[src/rtl/alu_nibble_pkg.sv]
// Shared select encodings for the nibble ALU.
// Assumes: a 2-bit family code and a 2-bit operation code.
package alu_nibble_pkg;
    localparam int SEL_W = 2;

    typedef enum logic [SEL_W-1:0] {
        GRP_ARITH  = 2'b00,
        GRP_LOGIC  = 2'b01,
        GRP_CMP    = 2'b10,
        GRP_UNUSED = 2'b11
    } grp_e;

    // arithmetic family
    localparam logic [SEL_W-1:0] OP_ADD = 2'b00;
    localparam logic [SEL_W-1:0] OP_SUB = 2'b01;
    localparam logic [SEL_W-1:0] OP_SHL = 2'b10;
    localparam logic [SEL_W-1:0] OP_SHR = 2'b11;
    // logic family
    localparam logic [SEL_W-1:0] OP_AND = 2'b00;
    localparam logic [SEL_W-1:0] OP_OR  = 2'b01;
    localparam logic [SEL_W-1:0] OP_XOR = 2'b10;
    localparam logic [SEL_W-1:0] OP_INV = 2'b11;
    // comparison family
    localparam logic [SEL_W-1:0] OP_EQ  = 2'b00;
    localparam logic [SEL_W-1:0] OP_GT  = 2'b01;
    localparam logic [SEL_W-1:0] OP_LT  = 2'b10;
    localparam logic [SEL_W-1:0] OP_MAX = 2'b11;
endpackage

[src/rtl/alu_nibble_arith.sv]
// Arithmetic family: ripple add, ripple subtract, whole-word shifts.
// Assumes: operands are unsigned nibbles; word is the full input.
module alu_nibble_arith
    import alu_nibble_pkg::*;
#(
    parameter int NIB_W = 4
) (
    input  logic [2*NIB_W-1:0] word,
    input  logic [SEL_W-1:0]   op,
    output logic [2*NIB_W-1:0] res,
    output logic               flag
);
    localparam int WORD_W = 2 * NIB_W;

    // one full-adder chain; carry is majority, sum is parity
    function automatic logic [NIB_W:0] ripple(input logic [NIB_W-1:0] a,
                                              input logic [NIB_W-1:0] b,
                                              input logic             cin);
        logic [NIB_W:0]   c;
        logic [NIB_W-1:0] s;
        c[0] = cin;
        for (int i = 0; i < NIB_W; i++) begin
            s[i]   = a[i] ^ b[i] ^ c[i];
            c[i+1] = (a[i] & b[i]) | (a[i] & c[i]) | (b[i] & c[i]);
        end
        return {c[NIB_W], s};
    endfunction

    logic [NIB_W-1:0] opx, opy;
    logic [NIB_W:0]   add_r, sub_r;
    logic             borrow;

    // compute every arithmetic candidate and pick one by op
    always_comb begin
        opx    = word[NIB_W-1:0];
        opy    = word[WORD_W-1:NIB_W];
        add_r  = ripple(opx, opy, 1'b0);
        sub_r  = ripple(opx, ~opy, 1'b1);
        borrow = ~sub_r[NIB_W];
        unique case (op)
            OP_ADD:  begin res = {{NIB_W{1'b0}}, add_r[NIB_W-1:0]};   flag = add_r[NIB_W]; end
            OP_SUB:  begin res = {{NIB_W{borrow}}, sub_r[NIB_W-1:0]}; flag = borrow;       end
            OP_SHL:  begin res = {word[WORD_W-2:0], 1'b0};           flag = word[WORD_W-1]; end
            default: begin res = {1'b0, word[WORD_W-1:1]};           flag = word[0];        end
        endcase


        add_carry_chk: assert ({1'b0, add_r} == ({1'b0, opx} + {1'b0, opy}))
            else $error("ripple sum disagrees with native addition");

        sub_borrow_chk: assert (borrow == (opx < opy))
            else $error("borrow disagrees with unsigned compare");

        shl_loss_chk: assert (op != OP_SHL || {flag, res} == ({1'b0, word} << 1))
            else $error("left shift loses or invents a bit");

        shr_rem_chk: assert (op != OP_SHR || ({1'b0, res} * 2 + {{WORD_W{1'b0}}, flag}) == {1'b0, word})
            else $error("halving does not reconstruct the word");
    end
endmodule

[src/rtl/alu_nibble_logic.sv]
// Logic family: bitwise AND/OR/XOR of the nibbles, whole-word inversion.
// Assumes: results of nibble ops are zero-extended; no flag is produced.
module alu_nibble_logic
    import alu_nibble_pkg::*;
#(
    parameter int NIB_W = 4
) (
    input  logic [2*NIB_W-1:0] word,
    input  logic [SEL_W-1:0]   op,
    output logic [2*NIB_W-1:0] res
);
    localparam int WORD_W = 2 * NIB_W;

    logic [NIB_W-1:0] opx, opy, v_and, v_or, v_xor;

    // form the three nibble results and the inversion, then select
    always_comb begin
        opx   = word[NIB_W-1:0];
        opy   = word[WORD_W-1:NIB_W];
        v_and = opx & opy;
        v_or  = opx | opy;
        v_xor = opx ^ opy;
        unique case (op)
            OP_AND:  res = {{NIB_W{1'b0}}, v_and};
            OP_OR:   res = {{NIB_W{1'b0}}, v_or};
            OP_XOR:  res = {{NIB_W{1'b0}}, v_xor};
            default: res = ~word;
        endcase


        and_in_or_chk: assert ((v_and & ~v_or) == '0 && v_xor == (v_or & ~v_and))
            else $error("AND/OR/XOR results are mutually inconsistent");

        inv_disjoint_chk: assert (op != OP_INV || ((res & word) == '0 && (res | word) == '1))
            else $error("inversion is not the complement of the word");
    end
endmodule

[src/rtl/alu_nibble_cmp.sv]
// Comparison family: unsigned equal, greater, less and maximum.
// Assumes: predicates return 1 or 0 in the low bit; max is zero-extended.
module alu_nibble_cmp
    import alu_nibble_pkg::*;
#(
    parameter int NIB_W = 4
) (
    input  logic [2*NIB_W-1:0] word,
    input  logic [SEL_W-1:0]   op,
    output logic [2*NIB_W-1:0] res
);
    localparam int WORD_W = 2 * NIB_W;

    logic [NIB_W-1:0] opx, opy, big;
    logic             is_eq, is_gt, is_lt;

    // evaluate the three predicates and the maximum, then select
    always_comb begin
        opx   = word[NIB_W-1:0];
        opy   = word[WORD_W-1:NIB_W];
        is_eq = (opx == opy);
        is_gt = (opx > opy);
        is_lt = (opx < opy);
        big   = is_lt ? opy : opx;
        unique case (op)
            OP_EQ:   res = {{(WORD_W-1){1'b0}}, is_eq};
            OP_GT:   res = {{(WORD_W-1){1'b0}}, is_gt};
            OP_LT:   res = {{(WORD_W-1){1'b0}}, is_lt};
            default: res = {{NIB_W{1'b0}}, big};
        endcase


        one_pred_chk: assert ($countones({is_eq, is_gt, is_lt}) == 1)
            else $error("comparison predicates are not exclusive");

        max_bound_chk: assert (big >= opx && big >= opy && (big == opx || big == opy))
            else $error("maximum is not the larger operand");
    end
endmodule

[src/rtl/alu_nibble_dual_sel.sv]
// Top: splits the word into two nibble operands, runs all three
// families in parallel and selects one by family code.
// Assumes: purely combinational; the unused family code yields zero.
module alu_nibble_dual_sel
    import alu_nibble_pkg::*;
#(
    parameter int NIB_W = 4
) (
    input  logic [2*NIB_W-1:0] sw_word,
    input  logic [SEL_W-1:0]   grp_sel,
    input  logic [SEL_W-1:0]   op_sel,
    output logic [2*NIB_W-1:0] result,
    output logic               flag
);
    localparam int WORD_W = 2 * NIB_W;

    logic [WORD_W-1:0] ar_res, lg_res, cp_res;
    logic              ar_flag;

    alu_nibble_arith #(.NIB_W(NIB_W)) u_arith (
        .word(sw_word), .op(op_sel), .res(ar_res), .flag(ar_flag)
    );
    alu_nibble_logic #(.NIB_W(NIB_W)) u_logic (
        .word(sw_word), .op(op_sel), .res(lg_res)
    );
    alu_nibble_cmp #(.NIB_W(NIB_W)) u_cmp (
        .word(sw_word), .op(op_sel), .res(cp_res)
    );

    // outer family select; flag only passes for arithmetic
    always_comb begin
        unique case (grp_e'(grp_sel))
            GRP_ARITH: begin result = ar_res; flag = ar_flag; end
            GRP_LOGIC: begin result = lg_res; flag = 1'b0;    end
            GRP_CMP:   begin result = cp_res; flag = 1'b0;    end
            default:   begin result = '0;     flag = 1'b0;    end
        endcase
    end
endmodule

[config.mk]
export PLATFORM = sky130hd
export DESIGN_NAME = alu_nibble_dual_sel
export DESIGN_NICKNAME = d
export VERILOG_FILES = /design/src/rtl/alu_nibble_pkg.sv /design/src/rtl/alu_nibble_arith.sv /design/src/rtl/alu_nibble_logic.sv /design/src/rtl/alu_nibble_cmp.sv /design/src/rtl/alu_nibble_dual_sel.sv
export SDC_FILE = /design/constraint.sdc
export NUM_CORES = 1
export LEC_CHECK = 0
export CORE_AREA = 3 3 46 48
export DETAILED_ROUTE_END_ITERATION = 10
export DIE_AREA = 0 0 49 51
export PLACE_DENSITY = 0.84
export SLEW_MARGIN = 20
export SYNTH_ARGS = -nofsm -noshare
export SYNTH_HDL_FRONTEND = slang
export SYNTH_SLANG_ARGS = --single-unit
[constraint.sdc]
create_clock -name vclk -period 3.6
set_input_delay 0.54 -clock vclk [all_inputs]
set_output_delay 0.54 -clock vclk [all_outputs]
set_load 0.01 [all_outputs]
* After elaboration in Yosys (flattened, before gate mapping)
Index checks and enable logic that the tools add are counted. W data, S select, Z words.
Operators by class: magnitude comparators 2, bitwise logic cells 55, eq/ne operators 5, reductions and logical operators 2, muxes and demuxes 7
Operator list (count):
- $pmux W8 S3 | 3
- $and A1 B1 Y1 | 20
- $or A1 B1 Y1 | 14
- $xor A1 B1 Y1 | 14
- $pmux W4 S3 | 1
- $not A8 Y8 | 1
- $and A4 B4 Y4 | 1
- $eq A2 B1 Y1 const B | 2
- $eq A2 B2 Y1 const B | 2
- $eq A4 B4 Y1 | 1
- $gt A4 B4 Y1 | 1
- $logic_not A2 Y1 | 2
- $lt A4 B4 Y1 | 1
- $mux W4 | 1
- $not A4 Y4 | 1
- $or A4 B4 Y4 | 1
- $xor A4 B4 Y4 | 1
- $pmux W1 S3 | 1
- $not A1 Y1 | 2
- $mux W1 | 1
Storage, ports and cells: input bits 12, register bits after elaboration 0, word-level logic and storage cells 71, output and inout port bits 9

* Logic depth before layout (Yosys ltp)
Gate-level depths: netlist (run 1).
word-level depth 16, depth in mapped cells 11, gate-level depth less buffers 11

* By module
From an unflattened synthesis (run 1), not the netlist that was laid out.
Unflattened totals: cells, all modules 128, area, all modules 1134.8 µm²
Modules (own cells, without submodules):
- alu_nibble_arith | area an instance 415.4 µm², seq. area each 0.0 µm², times used 1, cells each 42
- alu_nibble_logic | area an instance 265.3 µm², seq. area each 0.0 µm², times used 1, cells each 30
- alu_nibble_cmp | area an instance 245.2 µm², seq. area each 0.0 µm², times used 1, cells each 35
- alu_nibble_dual_sel | area an instance 209.0 µm², seq. area each 0.0 µm², times used 1, cells each 21

* Worst setup path before layout (run 1)
No wires, ideal clock.
path kind in2out, start point input port sw_word[0], end point output port result[3], setup slack 0.123 ns, stages on the path 10, buffers on the path 0, arrival time 2.937 ns, path through inv_1 > ha_1 > inv_1 > fa_1 > fa_1 > inv_1 > fa_1 > mux2_4 > mux4_2 > o22ai_1
Between the ends: longest elaborated chain between the ends 12
Ends and longest elaborated chain:
- start, declared | RTL line alu_nibble_dual_sel.sv:9 | input logic [2*NIB_W-1:0] sw_word,
- $and A1 B1 Y1 | RTL line alu_nibble_arith.sv:24 | c[i+1] = (a[i] & b[i]) | (a[i] & c[i]) | (b[i] & c[i]);
- $or A1 B1 Y1 (2 in series) | RTL line alu_nibble_arith.sv:24
- $and A1 B1 Y1 | RTL line alu_nibble_arith.sv:24
- $or A1 B1 Y1 (2 in series) | RTL line alu_nibble_arith.sv:24
- $and A1 B1 Y1 | RTL line alu_nibble_arith.sv:24
- $or A1 B1 Y1 (2 in series) | RTL line alu_nibble_arith.sv:24
- $xor A1 B1 Y1 | RTL line alu_nibble_arith.sv:23 | s[i] = a[i] ^ b[i] ^ c[i];
- $pmux W8 S3 | RTL line alu_nibble_arith.sv:40 | unique case (op)
- $pmux W8 S3 * | RTL line alu_nibble_dual_sel.sv:32 | unique case (grp_e'(grp_sel))
- end, declared | RTL line alu_nibble_dual_sel.sv:12 | output logic [2*NIB_W-1:0] result,
Every way passes the cells marked *; elsewhere a longest branch is shown, timed or not.

* Final worst setup path (run 1)
Same ends and word-level chain as after synthesis.

==> summary.md, run 1 <==
| Metric | Value |
|---|---|
| Clock share of power | 0% |
| Die Area | 2500 um2 |
| Synth-to-layout area growth | 39.7% |
| Total wire length | 2850 um |
| I/O Pins | 21 |
| Final min period | 3.62 ns |
| Violated checks | negative setup slack |
| Slowest-stage cell, CP | mux4_2 |
| Post-Syn Nets | 141 |
| Initial Util | 55.6% |
| Worst-case vdd ir drop | 0.0706 mV |
| Vias in the first global route | 1014 |
| Final Instance Area | 1360 um2 |
| Share of cells above drive strength 1 | 36.4% |
| Part of the cycle the worst path needs | 101% |
| Critical path destination | result[3] |
| # DRC | 0 |
| Worst Path Required | 3.06 ns |
| Psw | 0.0879 mW |
| Vias per cell | 5.94 |
| Total grt overflow | 0 |
| Pwr per Cell Area | 137 nW/um2 |
| Worst EP arrival | 3.08 ns |
| Sw Ratio | 47.5% |
| Crit start category | input port |
| Combinational share of power | 100.0% |
| Final nets | 184 |
| Static leakage | 0.691 nW |
| RSZ-0062 raised after global routing | true |
| DP Area | 1320 um2 |
| Synth unique cells | 34 |
| Max-slew violations | 0 |
| Critical Path Fanout Max | 3 |
| First-pass GRT wire length | 4590 um |
| Final WS setup | -0.0239 ns |
| Num rows | 15 |
| Seq cells | 0 |
| 1st-pass router iterations | 4 |
| Max-Cap Viols | 0 |
| Antenna cell count | 0 |
| # fillers | 130 |
| Max_slew headroom | 75.7% |
| Worst Hold Class | in2out |
| Core area | 1750 um2 |
| Finished Layout Cells | 176 |
| Final hold violations | 0 |
| Status | complete, but fails checks |
| Largest net degree at the start of global routing | 18 |
| Critical Path, Cell by Cell | buf_8, inv_4, ha_4, inv_2, fa_2, fa_2, inv_2, fa_1, mux2_4, mux4_2, o22ai_2, buf_2 |
| Place WS | -0.866 ns |
| CP peak stage delay | 0.46 ns |
| Sequential share of power | 0% |
| Reg area | 0 um2 |
| Crit. End Element | primary output |
| Pint | 0.0973 mW |
| Total GRT Usage | 23.2% |
| Final Setup Violations | 1 |
| Post-synthesis sequential area ratio | 0% |
| Vias after detailed routing | 1046 |
| Worst hold slack | 1.72 ns |
| Routed len/inst | 16.2 um |
| GP Congestion | 0.864 |
| Die Y | 51 um |
| Antenna-violating nets left | 0 |
| CP startpoint | sw_word[0] |
| # port buffers | 21 |
| # placed instances | 175 |
| Setup TNS | -0.0239 ns |
| Worst Max-Slew Pin Slew | 0.363 ns |
| Setup CP Type | in2out |
| Initial DRC count | 32 |
| Clock buffers | 0 |
| Die width | 49 um |
| Post-Syn Instances | 110 |
| Number of synthesis warnings | 0 |
| Highest achievable clock rate | 276 MHz |
| Multi-input logic area | 861 um2 |
| Area of the mapped netlist | 970 um2 |
| Syn avg cell area | 8.82 um2 |
| HPWL after DPL | 2290 um |
| Initial antenna violation count | 0 |
cell families (layout without fill, tap and decap cells):
logic type      Yosys count  count (layout)  synth area share [%]
simple gates             26              26                  12.6
compound gates           25              25                  18.8
buf+inv                  23              64                  14.7
fa+ha+maj                19              19                  29.2
mux                      17              17                  24.6
how the worst min path moves through the flow:
| stage | from | end | slack [ns] | cells past startpoint |
|---|---|---|---|---|
| floorplan | grp_sel[1] | result[4] | 1.27 | 2 |
| global placement | grp_sel[1] | result[0] | 2.13 | 4 |
| detailed placement | grp_sel[1] | result[0] | 2.14 | 4 |
| CTS | grp_sel[1] | result[0] | 1.94 | 4 |
| global route | sw_word[4] | result[4] | 1.77 | 6 |
| finish | sw_word[4] | result[4] | 1.72 | 6 |
timing repair:
| action | 4_1_cts | 5_1_grt |
|---|---|---|
| buffers inserted | 0 | 1 |
| gates cloned | 0 | 0 |
| hold buffers | 0 | 0 |
| endpoints found under the setup margin | 9 | 5 |
| pin swaps | 3 | 6 |
| gates resized for setup | 23 | 17 |
routing by layer:
| metal | routed length [um] | global-route usage (%) | up-vias |
|---|---|---|---|
| li1 | - | - | 477 |
| met2 | 1520 | 47.1 | 63 |
| met4 | 74 | 5.21 | 0 |
| met1 | 1090 | 26.8 | 497 |
| met5 | 0 | 0 | - |
| met3 | 167 | 0.583 | 9 |
layout make-up:
class | count | area share [%]
Tap cell | 25 | 2.31
Inverter | 17 | 4.89
Multi-Input combinational cell | 87 | 63.5
Timing Repair Buffer | 47 | 29.3
synth_stat cells:
cell type	number	area share, %
inv_1	17	6.6
ha_1	13	17
nor2_1	12	4.6
mux2i_1	10	10
o21ai_0	7	3.6
fa_1	6	12
nand2_1	6	2.3
mux4_2	5	12
a21oi_1	4	2.1
clkbuf_8	3	4.3
buf_6	2	2.3
nand3b_1	2	1.5
o22ai_1	2	1.3
a2111oi_2	1	1.5
a211o_2	1	1.0
a211oi_1	1	0.77
a221o_2	1	1.2
a311oi_1	1	0.90
buf_8	1	1.5
mux2_2	1	1.2
mux2_4	1	1.5
nand3_1	1	0.52
nor2b_1	1	0.65
nor3_1	1	0.52
o211a_1	1	1.0
o211ai_1	1	0.77
o21a_1	1	0.77
o21ai_1	1	0.52
o21bai_1	1	0.77
o32ai_1	1	0.90
o41ai_2	1	1.7
or2_2	1	0.65
or3_1	1	0.65
or4_4	1	1.2
critical path, delay by kind of cell:
family,cells,cell delay (ns)
AOI/OAI and AO/OA,1,0.11
muxes,2,0.72
adders and majority gates,4,1.30
buffers and inverters,5,0.40
layout by cell type (no fill, tap or decap), drive strengths merged:
| master | Yosys | routed |
|---|---|---|
| o22ai | 2 | 2 |
| fa | 6 | 6 |
| or4 | 1 | 1 |
| nand3b | 2 | 2 |
| or3 | 1 | 1 |
| or2 | 1 | 1 |
| mux2i | 10 | 10 |
| a311oi | 1 | 1 |
| clkdlybuf4s50 | 0 | 10 |
| a21oi | 4 | 4 |
| mux2 | 2 | 2 |
| nand2 | 6 | 6 |
| buf | 3 | 29 |
| inv | 17 | 17 |
| nor3 | 1 | 1 |
| a211o | 1 | 1 |
| ha | 13 | 13 |
| o41ai | 1 | 1 |
| o21a | 1 | 1 |
| nand3 | 1 | 1 |
| o21bai | 1 | 1 |
| nor2 | 12 | 12 |
| o211a | 1 | 1 |
| o21ai | 8 | 8 |
| a2111oi | 1 | 1 |
| nor2b | 1 | 1 |
| dlygate4sd2 | 0 | 5 |
| mux4 | 5 | 5 |
| dlymetal6s2s | 0 | 2 |
| a221o | 1 | 1 |
| clkbuf | 3 | 1 |
| o211ai | 1 | 1 |
| o32ai | 1 | 1 |
| a211oi | 1 | 1 |
power groups by stage:
stage	registers, mW	clock network, mW	logic [mW]
after CTS	0	0	0.179
after floorplan	0	0	0.103
after global routing	0	0	0.201
after detailed placement	0	0	0.180
final	0	0	0.185
after global placement	0	0	0.170
per-stage QoR:
| step | utilization [%] | total power [mW] |
|---|---|---|
| floorplan | - | 0.103 |
| global placement | 75.6 | 0.170 |
| detailed placement | 75.6 | 0.180 |
| CTS | 75.9 | 0.179 |
| global route | 77.6 | 0.201 |
| finish | 77.6 | 0.185 |
Power figures use the tool's default switching activity.
==> run 2, diff against run 1 <==
Settings changed: CORE_AREA 3 3 46 48 to 3 3 43 45, DIE_AREA 0 0 49 51 to 0 0 46 48, DONT_BUFFER_PORTS set to 1, GPL_ROUTABILITY_DRIVEN set to 0, PLACE_DENSITY 0.84 to 0.78.
==> run 2 against run 1 <==
  * The flow now finishes without violations
  * Sequential share of layout area did not move
  * Hold slack got worse by 0.58 ns
  * Final cell count fell by 31%
  * First-iteration DRC count is 34% lower
  * Clock-buffer cell count unchanged
  * Routed wire length decreased by 28%
  * Total power is 42% lower
  * Fmax increased by 4.5%
  * Non-clock buffer count decreased by 46
  * Critical endpoint unchanged
  * Largest cell class unchanged
  * Highest routed layer unchanged
==> summary.md, run 2 (same netlist as run 1, synthesis figures left out) <==
| Metric | Value |
|---|---|
| Hold Path End | result[5] |
| Worst EP arrival | 2.93 ns (-0.15 ns) |
| Total grt overflow | 0 (unchanged) |
| Worst Path Required | 3.06 ns (about the same) |
| Largest net degree at the start of global routing | 29 (+11) |
| Critical Path Fanout Max | 4 (+1) |
| Vias per cell | 6.49 (+9.2%) |
| Vias after detailed routing | 785 (-25%) |
| # DRC | 0 (unchanged) |
| Place WS | 0.0677 ns (+0.934 ns) |
| Die width | 46 um (-6.1%) |
| Combinational share of power | 100.0% (about the same) |
| 1st-pass router iterations | 4 (unchanged) |
| Part of the cycle the worst path needs | 96.3% (-4.3 points) |
| Antenna-violating nets left | 0 (unchanged) |
| RSZ-0062 raised after global routing | false |
| Final WS setup | 0.132 ns (+0.156 ns) |
| Total GRT Usage | 20.1% (-3.1 points) |
| Pwr per Cell Area | 115 nW/um2 (-16%) |
| Share of cells above drive strength 1 | 14.3% (-22 points) |
| Clock share of power | 0% (unchanged) |
| Buffer count from post-CTS setup fixing | 0 (unchanged) |
| Clock buffers | 0 (unchanged) |
| Num rows | 14 (-1) |
| Max-slew violations | 0 (unchanged) |
| Final Setup Violations | 0 (-1) |
| Antenna cell count | 0 (unchanged) |
| Final hold violations | 0 (unchanged) |
| Die Area | 2210 um2 (-12%) |
| Vias in the first global route | 690 (-32%) |
| Worst Hold Class | in2out |
| Most frequent cells in the layout | 17 x inv_1, 13 x ha_1, 12 x nor2_1 |
| HP Start | grp_sel[1] |
| CP peak stage delay | 0.46 ns (about the same) |
| Number of cells on the worst hold path | 1 (-5) |
| Initial Util | 64.4% (+8.8 points) |
| HPWL after DPL | 1680 um (-27%) |
| # port buffers | 0 (-100%) |
| Static leakage | 0.443 nW (-36%) |
| Highest achievable clock rate | 288 MHz (+4.5%) |
| Crit. End Element | primary output |
| Setup TNS | 0 ns (+0.0239 ns) |
| Routed len/inst | 17.0 um (+5.4%) |
| Reg area | 0 um2 (unchanged) |
| Initial antenna violation count | 0 (unchanged) |
| First-pass GRT wire length | 3240 um (-29%) |
| Final min period | 3.47 ns (-0.156 ns) |
| Max-Cap Viols | 0 (unchanged) |
| Slowest-stage cell, CP | mux4_2 |
| Tot Pwr | 0.107 mW (-42%) |
| Pint | 0.0555 mW (-43%) |
| Die Y | 48 um (-5.9%) |
| Status | complete, no violations |
| Worst-case vdd ir drop | 0.0633 mV (-10%) |
| Setup CP Type | in2out |
| Max_slew headroom | 67.4% (-8.3 points) |
| Final nets | 138 (-25%) |
| Psw | 0.0510 mW (-42%) |
| Worst Max-Slew Pin Slew | 0.487 ns (+0.124 ns) |
| Sw Ratio | 47.9% (+0.44 points) |
| Core area | 1510 um2 (-14%) |
| Initial DRC count | 21 (-34%) |
| Seq cells | 0 (unchanged) |
| Synth-to-layout area growth | -4.65% |
| Sequential share of power | 0% (unchanged) |
| Commonest non-fill, non-tap cell in the layout | inv_1 |
| Crit start category | input port |
| Total wire length | 2060 um (-28%) |
| I/O Pins | 21 (unchanged) |
| Critical Path, Cell by Cell | inv_1, ha_1, inv_1, fa_1, fa_1, inv_1, fa_1, mux2_4, mux4_2, o22ai_2 |
[run 2: critical path: cells and delay by family]
| family | cells | cell delay (ns) |
|---|---|---|
| multiplexers | 2 | 0.72 |
| AO/OA/AOI/OAI | 1 | 0.18 |
| buffers and inverters | 3 | 0.19 |
| adder cells (fa/ha/maj) | 4 | 1.30 |
[run 2: area by class of cell]
type,count,area (um2)
fill,149,582
inverter,17,63.8
multi-input combinational,87,833
tap,16,20.0
timing repair buffer,1,7.51
[run 2: power by group through the flow]
| stage | Sequential (mW) | Clock [mW] | Combinational, mW |
|---|---|---|---|
| after detailed placement | 0 | 0 | 0.105 |
| after CTS | 0 | 0 | 0.106 |
| after global placement | 0 | 0 | 0.103 |
| final | 0 | 0 | 0.107 |
| after floorplan | 0 | 0 | 0.103 |
| after global routing | 0 | 0 | 0.120 |
[run 2: worst max-delay path by stage]
stage / start / endpoint / slack [ns] / cells after the start
3_3_place_gp: sw_word[0] / result[3] / 0.11 / 10
2_1_floorplan: sw_word[0] / result[3] / 0.12 / 10
3_5_place_dp: sw_word[0] / result[3] / 0.07 / 10
6_report: sw_word[0] / result[3] / 0.13 / 10
5_1_grt: sw_word[0] / result[3] / 0.06 / 10
4_1_cts: sw_word[0] / result[3] / 0.06 / 10
[run 2: what timing repair did]
item	CTS	global route
resized for setup	0	1
hold buffers	0	0
endpoints found under the setup margin	0	1
[run 2: through the flow]
step / std cells / util (%) / hold WS (ns) / cell area [um2]
after floorplan: 110 / - / 1.27 / 970
after global placement: 121 / 61.0 / 1.13 / 918
after detailed placement: 121 / 61.0 / 1.13 / 918
after CTS: 121 / 61.0 / 1.13 / 918
after global routing: 121 / 61.4 / 1.13 / 925
final: 121 / 61.4 / 1.13 / 925
[run 2: routing by layer]
metal / global-route usage [%] / vias to the layer above / wire [um]
li1: - / 380 / -
met1: 29.1 / 376 / 914
met2: 31.9 / 27 / 958
met3: 4.89 / 2 / 175
met4: 0.568 / 0 / 15
met5: 0 / - / 0
==> run 3, diff against run 2 <==
Settings changed: GPL_TIMING_DRIVEN set to 0.
Clock period 3.6 ns to 3.7 ns, I/O delays scaled along.
==> run 3 against run 2 <==
  * Critical path depth unchanged
  * Setup slack better by 0.011 ns
  * Clock-buffer cell count stayed put
  * Global-route usage grew 1.8 points
  * Routed wire length increased by 7.8%
  * Sequential cell count did not move
  * First-iteration DRC count unchanged
  * Non-clock buffer count increased by 5
  * Total power is 14% higher
  * Sequential share of layout area stayed put
==> summary.md, run 3 (same netlist as run 1, synthesis figures left out) <==
| Metric | Value |
|---|---|
| Status | complete, no violations |
| 1st-pass router iterations | 4 (unchanged) |
| Synth-to-layout area growth | 3.10% |
| # fillers | 133 (-11%) |
| RSZ-0062 raised after global routing | false |
| Max-Cap Viols | 0 (unchanged) |
| HPWL after DPL | 1780 um (+5.7%) |
| Worst EP arrival | 3.00 ns (+0.07 ns) |
| Max-slew violations | 0 (unchanged) |
| Worst-case vdd ir drop | 0.0534 mV (-16%) |
| Buffer count from post-CTS setup fixing | 0 (unchanged) |
| Share of cells above drive strength 1 | 19.1% (+4.8 points) |
| Psw | 0.0618 mW (+21%) |
| Combinational share of power | 100.0% (about the same) |
| First-pass GRT wire length | 3650 um (+13%) |
| Num rows | 14 (unchanged) |
| Final hold violations | 0 (unchanged) |
| Sw Ratio | 50.7% (+2.8 points) |
| # DRC | 0 (unchanged) |
| Max_slew headroom | 67.8% (+0.39 points) |
| Initial DRC count | 21 (unchanged) |
| Antenna cell count | 0 (unchanged) |
| CP startpoint | sw_word[0] |
| Initial Util | 64.4% (unchanged) |
| Final Util | 66.4% (+5.0 points) |
| I/O Pins | 21 (unchanged) |
| Static leakage | 0.475 nW (+7.0%) |
| Die width | 46 um (unchanged) |
| Worst Max-Slew Pin Slew | 0.481 ns (-0.00590 ns) |
| Die Area | 2210 um2 (unchanged) |
| Initial antenna violation count | 0 (unchanged) |
| Antenna-violating nets left | 0 (unchanged) |
| Setup CP Type | in2out |
| Crit. End Element | primary output |
| Most frequent cells in the layout | 16 x inv_1, 13 x ha_1, 12 x nor2_1 |
| Largest net degree at the start of global routing | 11 (-62%) |
| Critical Path Fanout Max | 5 (+1) |
| Total grt overflow | 0 (unchanged) |
| Clock share of power | 0% (unchanged) |
| Worst Hold Class | in2out |
| Crit start category | input port |
| Die Y | 48 um (unchanged) |
| Seq cells | 0 (unchanged) |
| Final min period | 3.56 ns |
| Final Setup Violations | 0 (unchanged) |
| Part of the cycle the worst path needs | 96.1% |
| Vias per cell | 6.49 (about the same) |
| Pwr per Cell Area | 122 nW/um2 (+5.6%) |
| Routed len/inst | 17.6 um (+3.5%) |
| Reg area | 0 um2 (unchanged) |
| Sequential share of power | 0% (unchanged) |
| Pint | 0.0599 mW (+8.0%) |
| DP Area | 990 um2 (+7.8%) |
| # port buffers | 0 (unchanged) |
| Total GRT Usage | 21.9% (+1.8 points) |
| Clock buffers | 0 (unchanged) |
| Final Instance Area | 1000 um2 (+8.1%) |
| Highest achievable clock rate | 281 MHz |
| Commonest non-fill, non-tap cell in the layout | inv_1 |
| Final nets | 143 (+3.6%) |
| Core area | 1510 um2 (unchanged) |
| Vias after detailed routing | 818 (+4.2%) |
| Total wire length | 2220 um (+7.8%) |
| Worst Path Required | 3.14 ns (+0.08 ns) |
| HP Start | grp_sel[1] |
| Vias in the first global route | 783 (+13%) |
## run 3: cell types whose count changed in the layout (fill, tap and decap cells not counted), sizes merged
cell and delta:
buf +2, clkbuf +3, clkinvlp +1, inv -1
## run 3: repair_timing
item,CTS,global route
endpoints found under the setup margin,1,1
resized for setup,1,1
hold buffers,0,0
## run 3: per-layer routing
layer  share of wire [%]  global-route usage [%]  up-vias
met5                   0                       0        -
li1                    -                       -      392
met4                   0                   0.568        0
met2                  49                    37.9       30
met1                  45                    31.1      396
met3                 6.0                    1.88        0
## run 3: final timing paths
kind	cells past startpoint	slack [ns]	endpoint
setup / recovery	10	0.14	result[3]
hold / removal	2	1.33	result[5]
## run 3: through the flow
| step | hold WS (ns) | TNS (ns) | instances | total power, mW | setup WS (ns) |
|---|---|---|---|---|---|
| 2_1_floorplan | 1.30 | 0 | 110 | 0.100 | 0.193 |
| 3_3_place_gp | 1.32 | 0 | 126 | 0.116 | 0.0272 |
| 3_5_place_dp | 1.32 | -0.0182 | 126 | 0.120 | -0.0182 |
| 4_1_cts | 1.33 | 0 | 126 | 0.121 | 0.0489 |
| 5_1_grt | 1.34 | 0 | 126 | 0.134 | 0.0694 |
| 6_report | 1.33 | 0 | 126 | 0.122 | 0.144 |
## run 3: power groups by stage
stage | clock, mW | combinational, mW | sequential (mW)
after global placement | 0 | 0.116 | 0
final | 0 | 0.122 | 0
after CTS | 0 | 0.121 | 0
after floorplan | 0 | 0.100 | 0
after detailed placement | 0 | 0.120 | 0
after global routing | 0 | 0.134 | 0
## run 3: worst max-delay path, cell delays in order
cell and delay, ns:
clkinvlp_4 0.09, ha_1 0.15, inv_1 0.04, fa_1 0.38, fa_1 0.37, inv_1 0.08, fa_1 0.41, mux2_4 0.27
mux4_2 0.46, o22ai_2 0.19
## run 3: final cells by class
| cell class | count | area (um2) | share of cell area, % |
|---|---|---|---|
| Multi-Input combinational cell | 87 | 833 | 83.4 |
| Buffer | 6 | 78.8 | 7.88 |
| Inverter | 17 | 67.6 | 6.76 |
| Tap cell | 16 | 20.0 | 2.00 |
